--- config.mk ---
export PLATFORM = sky130hd
export DESIGN_NAME = refclk_ratio_div
export DESIGN_NICKNAME = d
export VERILOG_FILES = /design/src/rtl/ckdiv_pkg.sv /design/src/rtl/ckdiv_sel_shadow.sv /design/src/rtl/ckdiv_ratio_lut.sv /design/src/rtl/ckdiv_phase_gen.sv /design/src/rtl/refclk_ratio_div.sv
export SDC_FILE = /design/constraint.sdc
export NUM_CORES = 1
export LEC_CHECK = 0
export ABC_CLOCK_PERIOD_IN_PS = 2000
export BUFFER_PORTS_ARGS = -buffer_cell sky130_fd_sc_hd__buf_2
export CAP_MARGIN = 20
export CORE_UTILIZATION = 40
export DETAILED_ROUTE_END_ITERATION = 6
export SYNTH_ARGS = -nofsm -noshare
export SYNTH_HDL_FRONTEND = slang
export SYNTH_SLANG_ARGS = --single-unit
--- constraint.sdc ---
create_clock -name clk -period 2 [get_ports clk]
set_input_delay 0.2 -clock clk [delete_from_list [all_inputs] [get_ports clk]]
set_output_delay 0.2 -clock clk [all_outputs]
set_load 0.01 [all_outputs]
--- src/rtl/ckdiv_pkg.sv ---
package ckdiv_pkg;
  localparam int unsigned SEL_W      = 2;
  localparam int unsigned NUM_RATIOS = 1 << SEL_W;
  typedef logic [SEL_W-1:0] sel_t;
  // slowest ratio is the highest code
  localparam sel_t SEL_RESET = sel_t'(NUM_RATIOS - 1);
endpackage

--- src/rtl/ckdiv_sel_shadow.sv ---
module ckdiv_sel_shadow
  import ckdiv_pkg::*;
(
  input  logic clk,
  input  logic rst,
  input  logic wr_en,
  input  sel_t wr_sel,
  input  logic take,
  output sel_t active_sel
);
  sel_t pending_q;
  sel_t active_q;

  always_ff @(posedge clk) begin
    if (rst) begin
      pending_q <= SEL_RESET;
      active_q  <= SEL_RESET;
    end else begin
      if (wr_en) pending_q <= wr_sel;
      if (take)  active_q  <= pending_q;
    end
  end

  assign active_sel = active_q;

  AST_PENDING_CAPTURE: assert property (@(posedge clk) disable iff (rst)
    wr_en |=> pending_q == $past(wr_sel));
  AST_ACTIVE_HOLD: assert property (@(posedge clk) disable iff (rst)
    !take |=> active_q == $past(active_q));
  AST_IGNORE_NO_STROBE: assert property (@(posedge clk) disable iff (rst)
    !wr_en |=> pending_q == $past(pending_q));
endmodule

--- src/rtl/ckdiv_ratio_lut.sv ---
module ckdiv_ratio_lut
  import ckdiv_pkg::*;
#(
  parameter int unsigned DIV_0 = 2,
  parameter int unsigned DIV_1 = 3,
  parameter int unsigned DIV_2 = 5,
  parameter int unsigned DIV_3 = 10,
  parameter int unsigned CNT_W = 4
) (
  input  sel_t             sel,
  output logic [CNT_W-1:0] last_idx,
  output logic [CNT_W-1:0] high_len
);
  localparam int unsigned DIVS [NUM_RATIOS] = '{DIV_0, DIV_1, DIV_2, DIV_3};

  logic [CNT_W-1:0] last_tab [NUM_RATIOS];
  logic [CNT_W-1:0] high_tab [NUM_RATIOS];

  for (genvar g = 0; g < NUM_RATIOS; g++) begin : g_entry
    // the shorter half goes high, so odd ratios have the longer phase low
    assign last_tab[g] = CNT_W'(DIVS[g] - 1);
    assign high_tab[g] = CNT_W'(DIVS[g] / 2);
  end

  assign last_idx = last_tab[sel];
  assign high_len = high_tab[sel];
endmodule

--- src/rtl/ckdiv_phase_gen.sv ---
module ckdiv_phase_gen #(
  parameter int unsigned CNT_W = 4
) (
  input  logic             clk,
  input  logic             rst,
  input  logic [CNT_W-1:0] last_idx,
  input  logic [CNT_W-1:0] high_len,
  output logic             period_start,
  output logic             clk_out
);
  // cnt 0 is the final low cycle; 1..high_len are high; the rest are low
  logic [CNT_W-1:0] cnt_q;
  logic [CNT_W-1:0] cnt_d;
  logic             out_d;

  always_comb begin
    if (cnt_q == last_idx) cnt_d = '0;
    else                   cnt_d = cnt_q + CNT_W'(1);
    out_d = (cnt_d != '0) && (cnt_d <= high_len);
  end

  always_ff @(posedge clk) begin
    if (rst) begin
      cnt_q   <= '0;
      clk_out <= 1'b0;
    end else begin
      cnt_q   <= cnt_d;
      clk_out <= out_d;
    end
  end

  assign period_start = (cnt_q == '0);

  AST_CNT_WRAP: assert property (@(posedge clk) disable iff (rst)
    (cnt_q == last_idx) |=> cnt_q == '0);
  AST_RISE_AT_START: assert property (@(posedge clk) disable iff (rst)
    $rose(clk_out) |-> $past(cnt_q) == '0);
  AST_FALL_AFTER_HIGH: assert property (@(posedge clk) disable iff (rst)
    $fell(clk_out) |-> $past(cnt_q) == $past(high_len));
  AST_CNT_IN_RANGE: assert property (@(posedge clk) disable iff (rst)
    cnt_q <= last_idx);
endmodule

--- src/rtl/refclk_ratio_div.sv ---
module refclk_ratio_div
  import ckdiv_pkg::*;
#(
  parameter int unsigned DIV_0 = 2,
  parameter int unsigned DIV_1 = 3,
  parameter int unsigned DIV_2 = 5,
  parameter int unsigned DIV_3 = 10
) (
  input  logic       clk,
  input  logic       rst,
  input  logic       sel_wr,
  input  logic [1:0] sel_in,
  output logic       clk_out
);
  localparam int unsigned MAX_01  = (DIV_0 > DIV_1) ? DIV_0 : DIV_1;
  localparam int unsigned MAX_23  = (DIV_2 > DIV_3) ? DIV_2 : DIV_3;
  localparam int unsigned DIV_MAX = (MAX_01 > MAX_23) ? MAX_01 : MAX_23;
  localparam int unsigned CNT_W   = $clog2(DIV_MAX);

  sel_t             active_sel;
  logic             period_start;
  logic [CNT_W-1:0] last_idx;
  logic [CNT_W-1:0] high_len;

  ckdiv_sel_shadow u_shadow (
    .clk        (clk),
    .rst        (rst),
    .wr_en      (sel_wr),
    .wr_sel     (sel_in),
    .take       (period_start),
    .active_sel (active_sel)
  );

  ckdiv_ratio_lut #(
    .DIV_0 (DIV_0), .DIV_1 (DIV_1), .DIV_2 (DIV_2), .DIV_3 (DIV_3), .CNT_W (CNT_W)
  ) u_lut (
    .sel      (active_sel),
    .last_idx (last_idx),
    .high_len (high_len)
  );

  ckdiv_phase_gen #(.CNT_W (CNT_W)) u_phase (
    .clk          (clk),
    .rst          (rst),
    .last_idx     (last_idx),
    .high_len     (high_len),
    .period_start (period_start),
    .clk_out      (clk_out)
  );

  AST_OUT_LOW_AFTER_RESET: assert property (@(posedge clk)
    $past(rst) && rst |-> !clk_out);
endmodule

---- Yosys cells after proc, flatten, opt, wreduce, memory -nomap -nowiden ----
Cells that the tools add are included.
operators by class
  add/subtract/negate cells ............... 1
  $mul .................................... 0
  divide/modulo/power cells ............... 0
  $lt $le $gt $ge ......................... 2
  equal/unequal tests ..................... 1
  shift-type cells ........................ 0
  multiplexer cells ....................... 7
  bitwise gates (word level) .............. 1
  reductions and logical operators ........ 3
operators by type and width
  cell                   count
  $mux W4                5
  $bmux W4 S2            2
  $add A4 B1 Y4 const B  1
  $eq A4 B4 Y1           1
  $le A4 B4 Y1           1
  $logic_not A4 Y1       1
  $reduce_bool A4 Y1     1
  $ge A3 B3 Y1 const B   1
  $not A2 Y3             1
  $logic_and A1 B1 Y1    1
storage, ports and cells
  flip-flop bits (word level) ............. 9
  bits in latches ......................... 0
  RAM bits ................................ 0
  memory bits (read-only) ................. 0
  input bits .............................. 5
  output and inout bits ................... 1
  word-level logic and storage cells ...... 19
  memories kept ........................... 0

---- Depth between registers and ports, before layout ----
Gate-level depths: netlist of run 1.
  word-level depth ........................ 8
  depth in mapped cells ................... 11
  mapped depth without buffers ............ 11

---- Hierarchy ----
A second synthesis of run 1 with hierarchy kept.
second synthesis, totals
  cell total of the unflattened synthesis .. 72
  area, all modules ....................... 638.1 µm²
modules (own cells, without submodules)
  module            instances  cells an instance  area each (µm²)  seq. area each (µm²)
  ckdiv_phase_gen   1          49                 410.4            100.1
  ckdiv_sel_shadow  1          12                 140.1            80.1
  ckdiv_ratio_lut   1          11                 87.6             0.0

---- Worst setup path before layout of run 1 ----
No wires, ideal clock.
  path kind ............................... reg2reg
  start point ............................. register u_shadow.active_q[0] (netlist: u_shadow.active_sel[0])
  end point ............................... register u_phase.clk_out
  setup time .............................. 0.087 ns
  arrival ................................. 2.026 ns
  data required time ...................... 1.913 ns
  slack ................................... -0.113 ns
  stages on the path, launching flop included .. 12
  path buffers ............................ 0
  period minus slack after synthesis ...... 2.113 ns
  cell sequence ........................... dfxtp_1 > inv_1 > ha_1 > xnor2_1 > nand4_2 > inv_1 > nor2_1 > ha_1 > nor2b_1 > o21ai_0 > a32oi_1 > nor4b_4
between the ends
  longest elaborated chain between the ends .. 8
  elaborated cells between the ends (all ways) .. 12
  those cells by class .................... 1 x order compare; 1 x eq/ne; 7 x mux; 1 x bitwise; 2 x reduce/logical
ends and longest elaborated chain
  what                                                RTL line                text
  from (decl)                                         ckdiv_sel_shadow.sv:12  sel_t active_q;
  from (signal assigned)                              ckdiv_sel_shadow.sv:20  if (take) active_q <= pending_q;
  $not A2 Y3 (not written as such) *                  ckdiv_ratio_lut.sv:25   assign last_idx = last_tab[sel];
  $bmux W4 S2 *                                       ckdiv_ratio_lut.sv:25
  $mux W4 (not written as such) * (2 in series)       ckdiv_ratio_lut.sv:25
  $eq A4 B4 Y1 *                                      ckdiv_phase_gen.sv:17   if (cnt_q == last_idx) cnt_d = '0;
  $mux W4 *                                           ckdiv_phase_gen.sv:17
  named net u_phase.cnt_d[1]                          ckdiv_phase_gen.sv:13   logic [CNT_W-1:0] cnt_d;
  $le A4 B4 Y1 or $reduce_bool A4 Y1 (tied branches)  ckdiv_phase_gen.sv:19   out_d = (cnt_d != '0) && (cnt_d <= high_len);
  $logic_and A1 B1 Y1 *                               ckdiv_phase_gen.sv:19
  to (signal assigned)                                ckdiv_phase_gen.sv:28   clk_out <= out_d;
  to (decl)                                           ckdiv_phase_gen.sv:9    output logic clk_out
Mark *: on every way through the listed nets, which the timed path passes. The rest lies on a longest branch. The select of a mux whose other input is x is not followed.
A chain may end at the register's enable or synchronous reset.

---- Worst setup path after layout of run 1 ----
Ends and elaborated chain as after synthesis.

==> results of run 1 <==
[placed cells by master (no fill, tap or decap)]
cell	Yosys	final
o21ai_1	0	1
a211o_1	4	4
nand2b_4	1	1
clkbuf_4	0	3
xor2_1	1	1
buf_2	0	5
nand2_1	1	1
a32oi_2	0	1
clkbuf_1	0	1
dfxtp_2	0	1
and3_1	1	1
nand3_1	1	1
dfxtp_1	9	7
nor4b_4	1	1
dfxtp_4	0	1
xnor2_1	5	3
ha_1	8	6
buf_4	0	4
ha_2	0	1
ha_4	0	1
xnor2_2	0	2
nor3b_2	1	1
nor2b_1	3	3
inv_2	0	3
nor2_1	8	8
nand4_2	1	1
inv_1	9	6
[flip-flops by register name, summed over array words and instances (netlist names)]
signal and count:
u_phase.cnt_q 4, u_shadow.active_sel 2, u_shadow.pending_q 2, u_phase.clk_out 1
[where the power goes]
part | switching (W) | internal [W] | total [W]
clock network | 0.0000549 | 0.0000763 | 0.000131
logic | 0.000373 | 0.000415 | 0.000788
registers | 0.0000605 | 0.000245 | 0.000305
total | 0.000488 | 0.000736 | 0.00122
[cell families (layout without fill, tap and decap cells)]
family	after synthesis	after routing	share of synthesized area, %
buf+inv	9	22	6.235
simple gates	18	18	23.32
xor+xnor	6	6	9.700
compound gates	6	6	9.006
fa+ha+maj	8	8	18.48
flops	9	9	33.26
[metal layers]
layer  track usage (%)  vias up  wire length (um)
li1                  -      210                 -
met1             18.60      182               459
met2             21.25        2               363
met3             1.734        2                11
met4             5.172        0                11
met5                 0        -                 0
[through the flow]
step / setup TNS (ps) / total power, W / std cells / hold WS [ps]
detailed placement: -71.86 / 0.0009454 / 78 / 408.9
global placement: -29.79 / 0.0009372 / 78 / 405.9
global route: -143.1 / 0.001325 / 83 / 159.2
floorplan: 0 / 0.0007868 / 56 / 294.3
CTS: -29.88 / 0.001204 / 83 / 154.6
finish: -46.95 / 0.001224 / 83 / 153.1
[timing repair]
item | 4_1_cts | 5_1_grt
setup buffers | 1 | 0
hold buffers | 0 | 0
pin swaps | 4 | 7
hold endpoints to repair | 0 | 0
gates resized for setup | 6 | 4
endpoints found under the setup margin | 1 | 1
[worst paths after layout]
path | start | endpoint | slack [ps] | cells after the start
setup / recovery | u_shadow.active_sel[0] | u_phase.clk_out | -50 | 11
hold / removal | sel_in[1] | u_shadow.pending_q[1] | 150 | 2
setup reg to reg | u_shadow.active_sel[0] | u_phase.clk_out | -50 | 11
hold reg to reg | u_shadow.pending_q[0] | u_shadow.active_sel[0] | 460 | 1
[area by class of cell]
class	instances	area share, %
flip-flops and latches	9	27.11
multi-input cells	38	53.48
well taps	14	2.564
inverters	9	4.945
clock buffers	4	3.846
repair buffers	9	8.059
==> flow_metrics.tcl, run 1 <==
set metrics [dict create \
    numCtsBuffers 3 \
    initial_core_util_pct 45.68 \
    syn_nets 69 \
    coreArea_um2 1186 \
    power_per_cell_area_nw_per_um2 1792 \
    drive_gt1_share_pct 37.68 \
    ys_types 17 \
    multi_input_area_um2 365.4 \
    hold_violations 0 \
    first_global_vias 343 \
    synth.area.top_cells "dfxtp_1 (33%), ha_1 (18%), xnor2_1 (8.1%)" \
    cp-start-kind "register" \
    netlist_instances 56 \
    cts.sinks 9 \
    viasPerCell 4.771 \
    drv_slew 0 \
    cap_violations 0 \
    grt_max_degree 6 \
    synth_common_cells "dfxtp_1 (9), inv_1 (9), ha_1 (8), nor2_1 (8), xnor2_1 (5)" \
    status "finished, violations left" \
    p_leak_nw 0.3321 \
    detailedRoute.firstIterationViolations 9 \
    dp_hpwl_um 678.4 \
    syn_area_um2 541.8 \
    setup_viol 1 \
    antenna_found_initial 0 \
    ff_latch_area_um2 185.2 \
    first_pass_iters 4 \
    die_y_um 38.80 \
    ys_ff_latch 9 \
    yosys_warnings 0 \
    cts_tree "built" \
    clk_latency_ps 240 \
    io_buffers 5 \
    worstPathCellList "inv_2, ha_4, xnor2_2, nand4_2, inv_2, nor2_1, ha_1, nor2b_1, o21ai_1, a32oi_2, nor4b_4" \
    dp_slack_ps -71.86 \
    crit_top_cell "inv_2" \
    rsz0062_at_grt "yes" \
    drt-total-wl_um 846 \
    async_flop_share_pct 0 \
    synth_edf_count 0 \
    slowest_stage "dfxtp_2" \
    hold_class "input pin to register" \
    critPathKind "register to register" \
    num-fill-cells 104 \
    finalCriticalPeriod_ps 2047 \
    clk_pin_slew_worst_paths_ps 60 \
    areaGrowthSynthToFinish_pct 26.10 \
    finalCritPeriodShare_pct 102.3 \
    root_buffer "clkbuf_4" \
    final_util_pct 57.59 \
    antennaDiodeCount 0 \
    grtUsageTotal_pct 13.55 \
    placed_area_um2 608.1 \
    cp_slowest_stage_delay_ps 350 \
    stdcell_area_um2 683.2 \
    seq_area_frac_synth_pct 33.26 \
    endpoint_kind "register" \
    finalNetCount 83 \
    cp.required_ps 2160 \
    vias 396 \
    tightestPinTransition_ps 288.2 \
    setup_ws_ps -46.95 \
    max_slew_margin_pct 80.65 \
    dieArea_um2 1505 \
    arrival_ps 2210 \
    drc 0 \
    max_freq_mhz 488.5 \
    cts_max_path_buffers 2 \
    grt_overflow 0 \
    synthFlopType "dfxtp_1" \
    ir_worst_vdd_mv 0.7627 \
    synth_top_area_share_pct 33.26 \
    ios 6 \
    h-tree-depth 1 \
    fin_skew_ps 1.114 \
    gp_congestion 0.7185 \
    postSynthAreaPerCell_um2 9.674 \
    synth_area_leader_cell "dfxtp_1" \
    cp_max_fo 3 \
    die_w_um 38.80 \
    failed_checks "setup timing" \
    path_delay_family "adder cells" \
    num_rows 12 \
    ant_nets 0 \
    grt_first_pass_wirelength_um 1421 \
    path_buf_inv 2 \
    wl_per_cell_um 10.19 \
]
Note: power is estimated with default switching activity, not from simulation.
==> run 2, diff against run 1 <==
CTS_BUF_LIST = sky130_fd_sc_hd__clkbuf_16   (was not set)
MAX_ROUTING_LAYER = met4   (was not set)
SKIP_CTS_REPAIR_TIMING = 1   (was not set)
==> run 2 against run 1 <==
The flow still finishes with violations (setup timing). Wire length grew 13%. Worst setup slack better by 12 ps. Sequential share of layout area is 1.3 points lower. Combinational power shrank 3.0%. Power up 15%. Die area unchanged. Non-clock buffer count fell by 1. Critical path type unchanged.
==> flow_metrics.tcl, run 2 (synthesis gave the netlist of run 1 again) <==
set metrics [dict create \
    endpoint_kind "register" \
    dp_slack_ps -71.86 \
    antenna_found_initial 0 \
    ios 6 \
    cp-start-kind "register" \
    cp_max_fo 3 \
    power_per_cell_area_nw_per_um2 1964 \
    h-tree-depth 1 \
    cts_tree "built" \
    drt-total-wl_um 956 \
    critPathKind "register to register" \
    setup_viol 1 \
    hold_violations 0 \
    gp_congestion 0.7268 \
    initial_core_util_pct 45.68 \
    rr_startpoint "u_shadow.active_sel[0]" \
    largest_reg_flops 4 \
    regMostFlops "u_phase.cnt_q" \
    root_buffer "clkbuf_16" \
    antennaDiodeCount 0 \
    ir_worst_vdd_mv 0.8580 \
    cts_max_path_buffers 2 \
    clk_latency_ps 230 \
    drv_slew 0 \
    finalCriticalPeriod_ps 2035 \
    finalCritPeriodShare_pct 101.8 \
    grt_overflow 0 \
    vias 390 \
    grt_max_degree 6 \
    viasPerCell 4.756 \
    io_buffers 5 \
    cap_violations 0 \
    max_slew_margin_pct 80.98 \
    arrival_ps 2190 \
    first_pass_iters 2 \
    p_leak_nw 0.3541 \
    num-fill-cells 107 \
    drive_gt1_share_pct 32.35 \
    ant_nets 0 \
    finalNetCount 82 \
    tightestPinTransition_ps 283.3 \
    dp_hpwl_um 678.4 \
    cp.required_ps 2150 \
    setup_ws_ps -35.14 \
    drc 0 \
    first_global_vias 355 \
    grtUsageTotal_pct 17.03 \
    dieArea_um2 1505 \
    wl_per_cell_um 11.66 \
    rsz0062_at_grt "yes" \
    r2r.worst_path.cells 11 \
    clk_pin_slew_worst_paths_ps 40 \
    hold_end "u_shadow.pending_q[1]" \
    coreArea_um2 1186 \
    whs_path_depth 2 \
    hold_class "input pin to register" \
    power.total_w 0.001411 \
    areaGrowthSynthToFinish_pct 32.56 \
    grt_first_pass_wirelength_um 1428 \
    fin_skew_ps 2.832 \
    layout_common_cells "inv_1 (8), nor2_1 (8), ha_1 (7), dfxtp_1 (7), buf_2 (5)" \
    hp-start "sel_in[1]" \
    status "finished, violations left" \
    num_rows 12 \
    r2r-end "u_phase.clk_out" \
    die_w_um 38.80 \
    die_y_um 38.80 \
    max_freq_mhz 491.4 \
    cts.sinks 9 \
    rrSetupSlack_ps -40 \
    detailedRoute.firstIterationViolations 4 \
    numCtsBuffers 3 \
    failed_checks "setup timing" \
]
==> run 2: cell types whose count changed in the layout (fill, tap and decap cells not counted), sizes merged <==
cell,previous run,this run
inv,9,10
clkbuf,4,3
buf,9,8
==> run 2: layout make-up <==
cell class              count  area (um2)  share of cell area, %
clock buffers               3       75.07                  10.45
clock inverters             1       3.754                 0.5226
inverters                   9       33.78                  4.704
multi-input cells          38       355.3                  49.48
flip-flops and latches      9       185.2                  25.78
well taps                  14       17.52                  2.439
repair buffers              8       47.55                  6.620
==> run 2: critical path, cell delays in order, from the launching register on <==
cell	delay (ps)
dfxtp_2	340
inv_2	50
ha_4	270
xnor2_2	110
nand4_2	130
inv_2	80
nor2_1	40
ha_1	300
nor2b_1	140
o21ai_1	160
a32oi_2	90
nor4b_4	250
==> run 2: per-stage QoR <==
| step | util [%] | cells | TNS [ps] | hold slack [ps] | cell area, um2 |
|---|---|---|---|---|---|
| 5_1_grt | 60.55 | 82 | -158.8 | 178.7 | 718.2 |
| 3_3_place_gp | 51.27 | 78 | -29.79 | 405.9 | 608.1 |
| 3_5_place_dp | 51.27 | 78 | -71.86 | 408.9 | 608.1 |
| 6_report | 60.55 | 82 | -35.14 | 171.1 | 718.2 |
| 2_1_floorplan | - | 56 | 0 | 294.3 | 543.0 |
| 4_1_cts | 57.91 | 82 | -87.07 | 166.9 | 686.9 |
==> run 2: worst max-delay path by stage <==
stage / endpoint / cells past startpoint / slack [ps] / startpoint
6_report: u_phase.clk_out / 11 / -40 / u_shadow.active_sel[0]
4_1_cts: u_phase.clk_out / 11 / -90 / u_shadow.active_sel[0]
5_1_grt: u_phase.clk_out / 11 / -160 / u_shadow.active_sel[0]
3_3_place_gp: u_phase.clk_out / 11 / -30 / u_shadow.active_sel[0]
2_1_floorplan: u_phase.clk_out / 11 / 20 / u_shadow.active_sel[0]
3_5_place_dp: u_phase.clk_out / 11 / -70 / u_shadow.active_sel[0]
==> run 2: routing by layer <==
layer,track usage (%),wire length (um),vias to the layer above
li1,-,-,208
met1,16.38,481,174
met2,22.08,407,4
met3,8.671,32,4
met4,20.69,36,0
met5,-,0,-
==> run 2: power breakdown <==
part	internal, W	total [W]	switching (W)
Sequential	0.000246	0.000303	0.0000571
Clock	0.000261	0.000344	0.0000831
Combinational	0.000394	0.000764	0.000370
